## config.mk

```make
export PLATFORM = sky130hd
export DESIGN_NAME = stat_snap_bank
export DESIGN_NICKNAME = d
export VERILOG_FILES = /design/src/rtl/stat_snap_pkg.sv /design/src/rtl/stat_cmd_ctrl.sv /design/src/rtl/stat_port_slice.sv /design/src/rtl/stat_snap_bank.sv
export SDC_FILE = /design/constraint.sdc
export NUM_CORES = 2
export LEC_CHECK = 0
export ABC_AREA = 1
export BUFFER_PORTS_ARGS = -buffer_cell sky130_fd_sc_hd__buf_2
export CAP_MARGIN = 20
export CORE_UTILIZATION = 35
export DETAILED_ROUTE_END_ITERATION = 10
export GPL_ROUTABILITY_DRIVEN = 1
export GPL_TIMING_DRIVEN = 0
export SETUP_SLACK_MARGIN = 0.3
export SLEW_MARGIN = 25
export SYNTH_ARGS = -nofsm -noshare
export SYNTH_HDL_FRONTEND = slang
export SYNTH_SLANG_ARGS = --single-unit
```

## constraint.sdc

```tcl
create_clock -name clk -period 2.1 [get_ports clk]
set_input_delay 0.105 -clock clk [delete_from_list [all_inputs] [get_ports clk]]
set_output_delay 0.105 -clock clk [all_outputs]
set_load 0.005 [all_outputs]
```

## src/rtl/stat_snap_pkg.sv

```systemverilog
package stat_snap_pkg;

  localparam logic [7:0] CODE_FLUSH   = 8'd1;
  localparam logic [7:0] CODE_CAPTURE = 8'd3;

  localparam logic [7:0] OFS_BCAST   = 8'h00;
  localparam logic [7:0] OFS_GOOD_LO = 8'h3C;
  localparam logic [7:0] OFS_GOOD_HI = 8'h40;
  localparam logic [7:0] OFS_BAD_LO  = 8'h44;
  localparam logic [7:0] OFS_BAD_HI  = 8'h48;
  localparam logic [7:0] OFS_TX_LO   = 8'h84;
  localparam logic [7:0] OFS_TX_HI   = 8'h88;

  // Choose one 32-bit word out of a port's snapshot, given the offset in its window.
  function automatic logic [31:0] pick_word(input logic [7:0] ofs, input logic [63:0] bc,
                                            input logic [63:0] good, input logic [63:0] bad,
                                            input logic [63:0] txb);
    case (ofs)
      OFS_BCAST:   pick_word = bc[31:0];
      OFS_GOOD_LO: pick_word = good[31:0];
      OFS_GOOD_HI: pick_word = good[63:32];
      OFS_BAD_LO:  pick_word = bad[31:0];
      OFS_BAD_HI:  pick_word = bad[63:32];
      OFS_TX_LO:   pick_word = txb[31:0];
      OFS_TX_HI:   pick_word = txb[63:32];
      default:     pick_word = 32'h0;
    endcase
  endfunction

  function automatic logic is_command(input logic [7:0] code);
    is_command = (code == CODE_FLUSH) || (code == CODE_CAPTURE);
  endfunction

endpackage

```

## src/rtl/stat_cmd_ctrl.sv

```systemverilog
module stat_cmd_ctrl
  import stat_snap_pkg::*;
#(
  parameter int NUM_PORTS = 2
) (
  input  logic        clk,
  input  logic        rst_n,
  input  logic        cmd_write,
  input  logic [31:0] wr_data,
  output logic        busy,
  output logic        cap_pulse,
  output logic        flush_pulse,
  output logic [7:0]  run_code,
  output logic        half_en_q,
  output logic [15:0] timer_q
);
  localparam int BUSY_LEN = NUM_PORTS + 1;
  localparam int CNT_W    = $clog2(BUSY_LEN + 1);

  logic [CNT_W-1:0] busy_cnt;
  logic             accept;
  logic [7:0]       code;
  logic             unused_bit;

  assign code        = wr_data[31:24];
  assign unused_bit  = ^wr_data[23:17];
  assign accept      = cmd_write && !busy;
  assign busy        = (busy_cnt != '0);
  assign cap_pulse   = accept && (code == CODE_CAPTURE);
  assign flush_pulse = accept && (code == CODE_FLUSH);

  always_ff @(posedge clk) begin
    if (!rst_n) begin
      busy_cnt  <= '0;
      run_code  <= '0;
      half_en_q <= 1'b0;
      timer_q   <= '0;
    end else if (accept) begin
      timer_q   <= wr_data[15:0];
      half_en_q <= wr_data[16];
      if (is_command(code)) begin
        busy_cnt <= CNT_W'(BUSY_LEN);
        run_code <= code;
      end
    end else if (busy) begin
      busy_cnt <= busy_cnt - 1'b1;
      if (busy_cnt == CNT_W'(1)) run_code <= '0;
    end
  end
endmodule

```

## src/rtl/stat_port_slice.sv

```systemverilog
module stat_port_slice #(
  parameter int FRM_W  = 32,
  parameter int BYTE_W = 64,
  parameter int LEN_W  = 16
) (
  input  logic              clk,
  input  logic              rst_n,
  input  logic              flush,
  input  logic              capture,
  input  logic              ev_bcast,
  input  logic              ev_good,
  input  logic              ev_bad,
  input  logic              ev_tx,
  input  logic [LEN_W-1:0]  rx_len,
  input  logic [LEN_W-1:0]  tx_len,
  output logic [FRM_W-1:0]  snap_bcast,
  output logic [BYTE_W-1:0] snap_good,
  output logic [BYTE_W-1:0] snap_bad,
  output logic [BYTE_W-1:0] snap_tx
);
  logic [FRM_W-1:0]  live_bcast;
  logic [BYTE_W-1:0] live_good, live_bad, live_tx;

  function automatic logic [BYTE_W-1:0] add_bytes(input logic [BYTE_W-1:0] cur,
                                                  input logic en, input logic [LEN_W-1:0] amt);
    add_bytes = en ? cur + BYTE_W'(amt) : cur;
  endfunction

  always_ff @(posedge clk) begin
    if (!rst_n || flush) begin
      live_bcast <= '0;
      live_good  <= '0;
      live_bad   <= '0;
      live_tx    <= '0;
      snap_bcast <= '0;
      snap_good  <= '0;
      snap_bad   <= '0;
      snap_tx    <= '0;
    end else begin
      live_bcast <= live_bcast + FRM_W'(ev_bcast);
      live_good  <= add_bytes(live_good, ev_good, rx_len);
      live_bad   <= add_bytes(live_bad, ev_bad, rx_len);
      live_tx    <= add_bytes(live_tx, ev_tx, tx_len);
      if (capture) begin
        snap_bcast <= live_bcast;
        snap_good  <= live_good;
        snap_bad   <= live_bad;
        snap_tx    <= live_tx;
      end
    end
  end
endmodule

```

## src/rtl/stat_snap_bank.sv

```systemverilog
module stat_snap_bank
  import stat_snap_pkg::*;
#(
  parameter int NUM_PORTS = 2,
  parameter int FRM_W     = 32,
  parameter int BYTE_W    = 64,
  parameter int LEN_W     = 16,
  parameter int ADDR_W    = 18
) (
  input  logic                       clk,
  input  logic                       rst_n,
  input  logic                       wr_en,
  input  logic [ADDR_W-1:0]          wr_addr,
  input  logic [31:0]                wr_data,
  input  logic [ADDR_W-1:0]          rd_addr,
  output logic [31:0]                rd_data,
  input  logic [NUM_PORTS-1:0]       ev_rx_bcast,
  input  logic [NUM_PORTS-1:0]       ev_rx_good,
  input  logic [NUM_PORTS-1:0]       ev_rx_bad,
  input  logic [NUM_PORTS-1:0]       ev_tx,
  input  logic [NUM_PORTS*LEN_W-1:0] rx_len,
  input  logic [NUM_PORTS*LEN_W-1:0] tx_len,
  output logic                       busy
);
  localparam logic [ADDR_W-1:0]    FUNC_ADDR = ADDR_W'('h80);
  localparam logic [ADDR_W-17:0]   WIN_TAG   = (ADDR_W-16)'(2);
  localparam int                   SLICE_W   = FRM_W + 3 * BYTE_W;
  localparam int                   SNAP_W    = NUM_PORTS * SLICE_W;

  logic              cmd_write, cap_pulse, flush_pulse, half_en_q;
  logic [7:0]        run_code;
  logic [15:0]       timer_q;
  logic [31:0]       func_word;
  logic [SNAP_W-1:0] snap_flat;

  logic [FRM_W-1:0]  snap_bcast [NUM_PORTS];
  logic [BYTE_W-1:0] snap_good  [NUM_PORTS];
  logic [BYTE_W-1:0] snap_bad   [NUM_PORTS];
  logic [BYTE_W-1:0] snap_tx    [NUM_PORTS];

  assign cmd_write = wr_en && (wr_addr == FUNC_ADDR);
  assign func_word = {run_code, 6'b0, busy, half_en_q, timer_q};

  stat_cmd_ctrl #(.NUM_PORTS(NUM_PORTS)) u_ctrl (
    .clk(clk), .rst_n(rst_n), .cmd_write(cmd_write), .wr_data(wr_data),
    .busy(busy), .cap_pulse(cap_pulse), .flush_pulse(flush_pulse),
    .run_code(run_code), .half_en_q(half_en_q), .timer_q(timer_q)
  );

  for (genvar p = 0; p < NUM_PORTS; p++) begin : g_port
    stat_port_slice #(.FRM_W(FRM_W), .BYTE_W(BYTE_W), .LEN_W(LEN_W)) u_slice (
      .clk(clk), .rst_n(rst_n), .flush(flush_pulse), .capture(cap_pulse),
      .ev_bcast(ev_rx_bcast[p]), .ev_good(ev_rx_good[p]), .ev_bad(ev_rx_bad[p]),
      .ev_tx(ev_tx[p]),
      .rx_len(rx_len[p*LEN_W +: LEN_W]), .tx_len(tx_len[p*LEN_W +: LEN_W]),
      .snap_bcast(snap_bcast[p]), .snap_good(snap_good[p]),
      .snap_bad(snap_bad[p]), .snap_tx(snap_tx[p])
    );
    assign snap_flat[p*SLICE_W +: SLICE_W] = {snap_bcast[p], snap_good[p], snap_bad[p], snap_tx[p]};
  end

  always_comb begin
    rd_data = '0;
    if (rd_addr == FUNC_ADDR) begin
      rd_data = func_word;
    end else if (rd_addr[ADDR_W-1:16] == WIN_TAG) begin
      for (int p = 0; p < NUM_PORTS; p++) begin
        if (rd_addr[15:8] == 8'(p))
          rd_data = pick_word(rd_addr[7:0], 64'(snap_bcast[p]), 64'(snap_good[p]),
                              64'(snap_bad[p]), 64'(snap_tx[p]));
      end
    end
  end
endmodule

```

=== After elaboration in Yosys (flattened, before gate mapping) ===
Index checks and enable logic that the tools add are counted.

* Logic and storage cells: 71
* Output and inout bits: 33
* Bits in registers: 923

* Reduce and logical (&&, ||, !) cells: 15
* Equal/unequal tests: 14
* Add/subtract/negate cells: 9
* Mux-type cells: 13

{| class="wikitable"
|+ Operator list
! kind !! count
|-
| $pmux W32 S7 || 2
|-
| $add A64 B16 Y64 || 6
|-
| $mux W32 || 4
|-
| $add A32 B1 Y32 || 2
|-
| $eq A18 B8 Y1 const B || 2
|-
| $mux W8 || 4
|-
| $eq A8 B7 Y1 const B || 3
|-
| $eq A8 B1 Y1 const B || 2
|-
| $eq A8 B8 Y1 const B || 2
|-
| $logic_not A8 Y1 || 2
|-
| $eq A8 B2 Y1 const B || 1
|-
| $eq A8 B6 Y1 const B || 1
|-
| $mux W2 || 3
|-
| $reduce_bool A2 Y1 || 3
|-
| $logic_and A1 B1 Y1 || 4
|-
| $reduce_and A3 Y1 || 1
|-
| $eq A2 B1 Y1 const B || 1
|-
| $eq A2 B2 Y1 const B || 1
|-
| $logic_not A1 Y1 || 2
|-
| $logic_or A1 B1 Y1 || 2
|-
| $ne A2 B2 Y1 const B || 1
|-
| $reduce_and A2 Y1 || 1
|-
| $sub A2 B1 Y2 const B || 1
|}

=== Longest topological paths before layout ===
* Word-level depth: 6
* Gate-level depth with buffers: 14
* Gate-level depth less buffers: 14

=== Cells and area by module ===
From an unflattened synthesis, not the netlist that was laid out.

* Cell total of the unflattened synthesis: 8,314
* Area total of the unflattened synthesis: 51,964.8 um2

{| class="wikitable"
|+ Modules (own cells, without submodules)
! module !! times used !! cells each !! sequential area each (um2) !! area an instance (um2)
|-
| stat_port_slice || 2 || 3,466 || 8,968.6 || 22,760.6
|-
| stat_snap_bank || 1 || 1,245 || 0.0 || 5,393.9
|-
| stat_cmd_ctrl || 1 || 137 || 540.5 || 1,049.8
|}

=== Worst setup path after synthesis ===
No wires, ideal clock.

* Path kind: flip-flop to flip-flop
* Start point: register g_port[0].u_slice.live_good[0]
* End point: register g_port[0].u_slice.live_good[46]
* Data arrival time: 1.979 ns
* Cell stages (with the launch flop): 15
* Buffers on the path: 1
* Data required time: 1.990 ns
* Setup slack: 0.011 ns
* Setup time: 0.110 ns
* Cells stage by stage: dfxtp_1 > ha_1 > inv_1 > fa_1 > inv_1 > nand3_1 > nand2_1 > nand2_1 > nand2_1 > nand2_1 > nand3_1 > clkbuf_1 > nand4_1 > nand2_1 > nor2_1

* Word-level cells in the longest chain between the ends: 1

{| class="wikitable"
|+ Ends and longest elaborated chain
! element !! line !! text
|-
| start, declared || stat_port_slice.sv:22 || <nowiki>logic [BYTE_W-1:0] live_good, live_bad, live_tx;</nowiki>
|-
| start signal, assigned || stat_port_slice.sv:41 || <nowiki>live_good <= add_bytes(live_good, ev_good, rx_len);</nowiki>
|-
| $add A64 B16 Y64 || stat_port_slice.sv:26 || <nowiki>add_bytes = en ? cur + BYTE_W'(amt) : cur;</nowiki>
|}

No other way between the ends.
A chain may end at the register's enable or synchronous reset.

=== Worst setup path in the final report ===
* Start point: input port rd_addr[2]
* End point: output port rd_data[23]

* Word-level cells in the longest chain between the ends: 6
* Elaborated cells between the ends (all ways): 14
* Classes of those cells: eq/ne (7); mux (6); reduce/logical (1)

{| class="wikitable"
|+ Ends and longest elaborated chain
! element !! line !! text
|-
| start, declared || stat_snap_bank.sv:15 || <nowiki>input logic [ADDR_W-1:0] rd_addr,</nowiki>
|-
| $eq A8 B8 Y1, or another cell as far along || stat_snap_pkg.sv:18 || <nowiki>case (ofs)</nowiki>
|-
| $pmux W32 S7 || stat_snap_pkg.sv:18 ||
|-
| $mux W32 (2 in series) || stat_snap_bank.sv:68 || <nowiki>if (rd_addr[15:8] == 8'(p))</nowiki>
|-
| $mux W32 || stat_snap_bank.sv:66 || <nowiki>end else if (rd_addr[ADDR_W-1:16] == WIN_TAG) begin</nowiki>
|-
| $mux W32 (*) || stat_snap_bank.sv:64 || <nowiki>if (rd_addr == FUNC_ADDR) begin</nowiki>
|-
| end, declared || stat_snap_bank.sv:16 || <nowiki>output logic [31:0] rd_data,</nowiki>
|}

Every way passes the cells marked *; elsewhere a longest branch is shown, timed or not.

==> impl_metrics.tcl <==
set metrics [dict create \
    finalMaxSlewViolations 0 \
    synth-xor-area-share_pct 1.33 \
    insertion_delay_ns 0.76 \
    leakage_nw 28.6 \
    dp_slack_ns -1.26 \
    netlist_top_cells_area "dfxtp_1 36%, nand2_1 17%, nor2_1 9.8%, inv_1 6.7%, nand3_1 6.1%" \
    die_h_um 387 \
    cts.sinks 923 \
    avgRoutedWirePerCell_um 22.9 \
    skew_ns 0.0355 \
    nets 9173 \
    synth-main-ff-cell "dfxtp_1" \
    die_w_um 387 \
    fin_crit_sh_pct 107 \
    cts-root-buf "clkbuf_16" \
    crit_arrival_ns 2.15 \
    ys_ff_latch 923 \
    syn_inst 8451 \
    vias 59500 \
    yosysTopAreaCell "dfxtp_1" \
    fin_util_pct 45.6 \
    io_pins 176 \
    final.min_clock_period_ns 2.25 \
    cp-end-kind "output port" \
    fin_tns_setup_ns -5.65 \
    gp_congestion 1.03 \
    cp-start-kind "input pin" \
    crit_fanout 10 \
    yosysSeqAreaShare_pct 35.6 \
    clk_pin_slew_ns 0.06 \
    rrSetupSlack_ns -0.07 \
    grt_max_degree 15 \
    worstSetupPathType "in -> out" \
    hp-class "in -> reg" \
    synth_edf_count 0 \
    initial_core_util_pct 35.5 \
    ys_warn_count 0 \
    synth_mux_area_share_pct 0 \
    async_flop_share_pct 0 \
    cts_buffer_depth 3 \
    dp_hpwl_mm 193 \
    die_area_mm2 0.150 \
    p_per_area_mw_per_mm2 665 \
    holdWs_ns -0.0133 \
    layout_setup_ws_ns -0.150 \
    synth-adder-area-share_pct 2.69 \
    drc 0 \
    grt_pass1_wl_mm 356 \
    dr.first_iter.drc_count 6403 \
    numCtsBuffers 107 \
    synth_cell_type_count 36 \
    htreeDepth 3 \
    synth.top_cell.area_share_pct 35.6 \
    first_pass_iters 7 \
    drive_gt1_share_pct 17.2 \
    slew-limit-headroom_pct 32.3 \
    violations "negative hold slack, negative setup slack" \
    grt-ovfl-total 0 \
    synthTopCellsByCount "2289 x nand2_1, 1351 x nor2_1, 933 x inv_1, 923 x dfxtp_1, 628 x nand3_1" \
    avgSynthCellArea_um2 6.15 \
    rows 140 \
    gr-usage-all-layers_pct 31.8 \
    antenna_found_initial 12 \
    first_global_vias 54400 \
    wl_mm 251 \
    cap_violations 0 \
    port_buffers 164 \
    hold_viol_final 1 \
    synth_top_family_by_area "simple AND/OR/NAND/NOR gates" \
    vias_per_cell 5.44 \
    area_growth_pct 28.7 \
    syn-num-nets 8702 \
    synth_area_mm2 0.0519 \
    core_area_mm2 0.146 \
    setup_viol 259 \
    yosys.area_share.simple_pct 39.8 \
    cp_data_required_time_ns 2.00 \
    cts_tree "built" \
    status "finished, violations left" \
    synth_most_common_cell "nand2_1" \
    synth-compound-area-share_pct 10.7 \
    worstMarginPinSlew_ns 1.01 \
    peakVddDrop_mv 0.744 \
    fmax_ghz 0.444 \
    antenna_left 0 \
    rsz0062_at_grt "yes" \
]
==> path summary, 6_finish.rpt <==
kind                                                      start                                      endpoint  cells after the start
worst max-delay path                                 rd_addr[2]                                   rd_data[23]                     14
worst min-delay path                                  rx_len[2]   g_port[0].u_slice.live_good[2]$_SDFFE_PP0P_                      4
worst max register to register  u_ctrl.busy_cnt[0]$_SDFFE_PN0P_  g_port[0].u_slice.snap_bcast[0]$_SDFFE_PP0P_                     10
worst min register to register  u_ctrl.run_code[3]$_SDFFE_PN0P_               u_ctrl.run_code[3]$_SDFFE_PN0P_                      1
==> registers in the layout, indices dropped and copies added (netlist names) <==
register and flops:
g_port.u_slice.snap_tx 128, u_ctrl.half_en_q 1, g_port.u_slice.live_bcast 64, g_port.u_slice.snap_good 128
g_port.u_slice.live_tx 128, g_port.u_slice.snap_bad 128, u_ctrl.busy_cnt 2, g_port.u_slice.live_good 128
u_ctrl.run_code 8, g_port.u_slice.live_bad 128, g_port.u_slice.snap_bcast 64, u_ctrl.timer_q 16
==> stage by stage <==
step | instance area (um2) | instances | total power, mW
finish | 66800 | 10900 | 44.5
global route | 66800 | 10900 | 45.8
CTS | 64100 | 10900 | 43.6
detailed placement | 55400 | 10500 | 23.0
global placement | 55300 | 10500 | 22.9
floorplan | 52000 | 8451 | 21.4
==> worst max-delay path: stages <==
cell	delay [ns]
buf_2	0.14
inv_2	0.12
nand2_1	0.10
nor2_4	0.14
nand2_4	0.12
inv_4	0.11
clkbuf_4	0.28
nand2_1	0.09
nand2_1	0.20
nor2_4	0.07
nand3_2	0.16
nand2_1	0.12
nor2_4	0.20
buf_2	0.16
==> final cells by class <==
cell class	instances	area, um2
clock inverters	52	678
diodes	6	15.0
inverters	945	3590
flip-flops and latches	923	18600
fillers	15400	79600
well taps	1917	2400
repair buffers	357	3050
plain buffers	351	3140
multi-input cells	6237	32300
clock buffers	146	3060
==> metal layers <==
| layer | wire length (um) | track usage (%) | up-vias | part of all wire (%) |
|---|---|---|---|---|
| met5 | 20 | 0 | - | 0.0080 |
| met4 | 15100 | 16.7 | 4 | 6.0 |
| met3 | 21200 | 5.02 | 580 | 8.5 |
| met2 | 110000 | 49.8 | 2653 | 44 |
| met1 | 105000 | 41.8 | 28100 | 42 |
| li1 | - | - | 28200 | - |
==> cells in the final DEF (no fill, tap or decap), drive strengths merged <==
cell and n:
diode 6, buf 457, nor3b 20, xor2 19, nand3 632, and2 4
nor4 13, fa 6, inv 946, o21bai 4, o21ai 560, nand3b 20
a21oi 498, o21a 2, dfxtp 923, o22ai 3, clkbuf 304, ha 102
a211oi 17, clkinvlp 15, clkinv 23, and3 12, or2 17, dlygate4sd3 92
xnor2 60, nor2 1356, nand2 2292, nand4 224, nor3 364, bufinv 13
a21o 12, bufbuf 1
==> logic make-up after synthesis <==
family	count (synthesis)
compound gates	1096
xor+xnor	79
fa+ha+maj	108
buf+inv	1296
flops	923
simple gates	4949
==> report_power, final <==
part	internal, mW	leakage [nW]	switching, mW
sequential	17.8	7.51	0.467
combinational	2.28	19.3	3.64
clock	11.8	1.80	8.45
==> what timing repair did <==
action                     CTS  global route
buffers inserted            55            24
hold buffers                92             0
setup endpoints to repair  950           949
resized for setup          979           626
pin swaps                  129            54
cloned                      12            11
hold endpoints to repair   127             0
No activity file was read; power rests on OpenSTA's default activity.
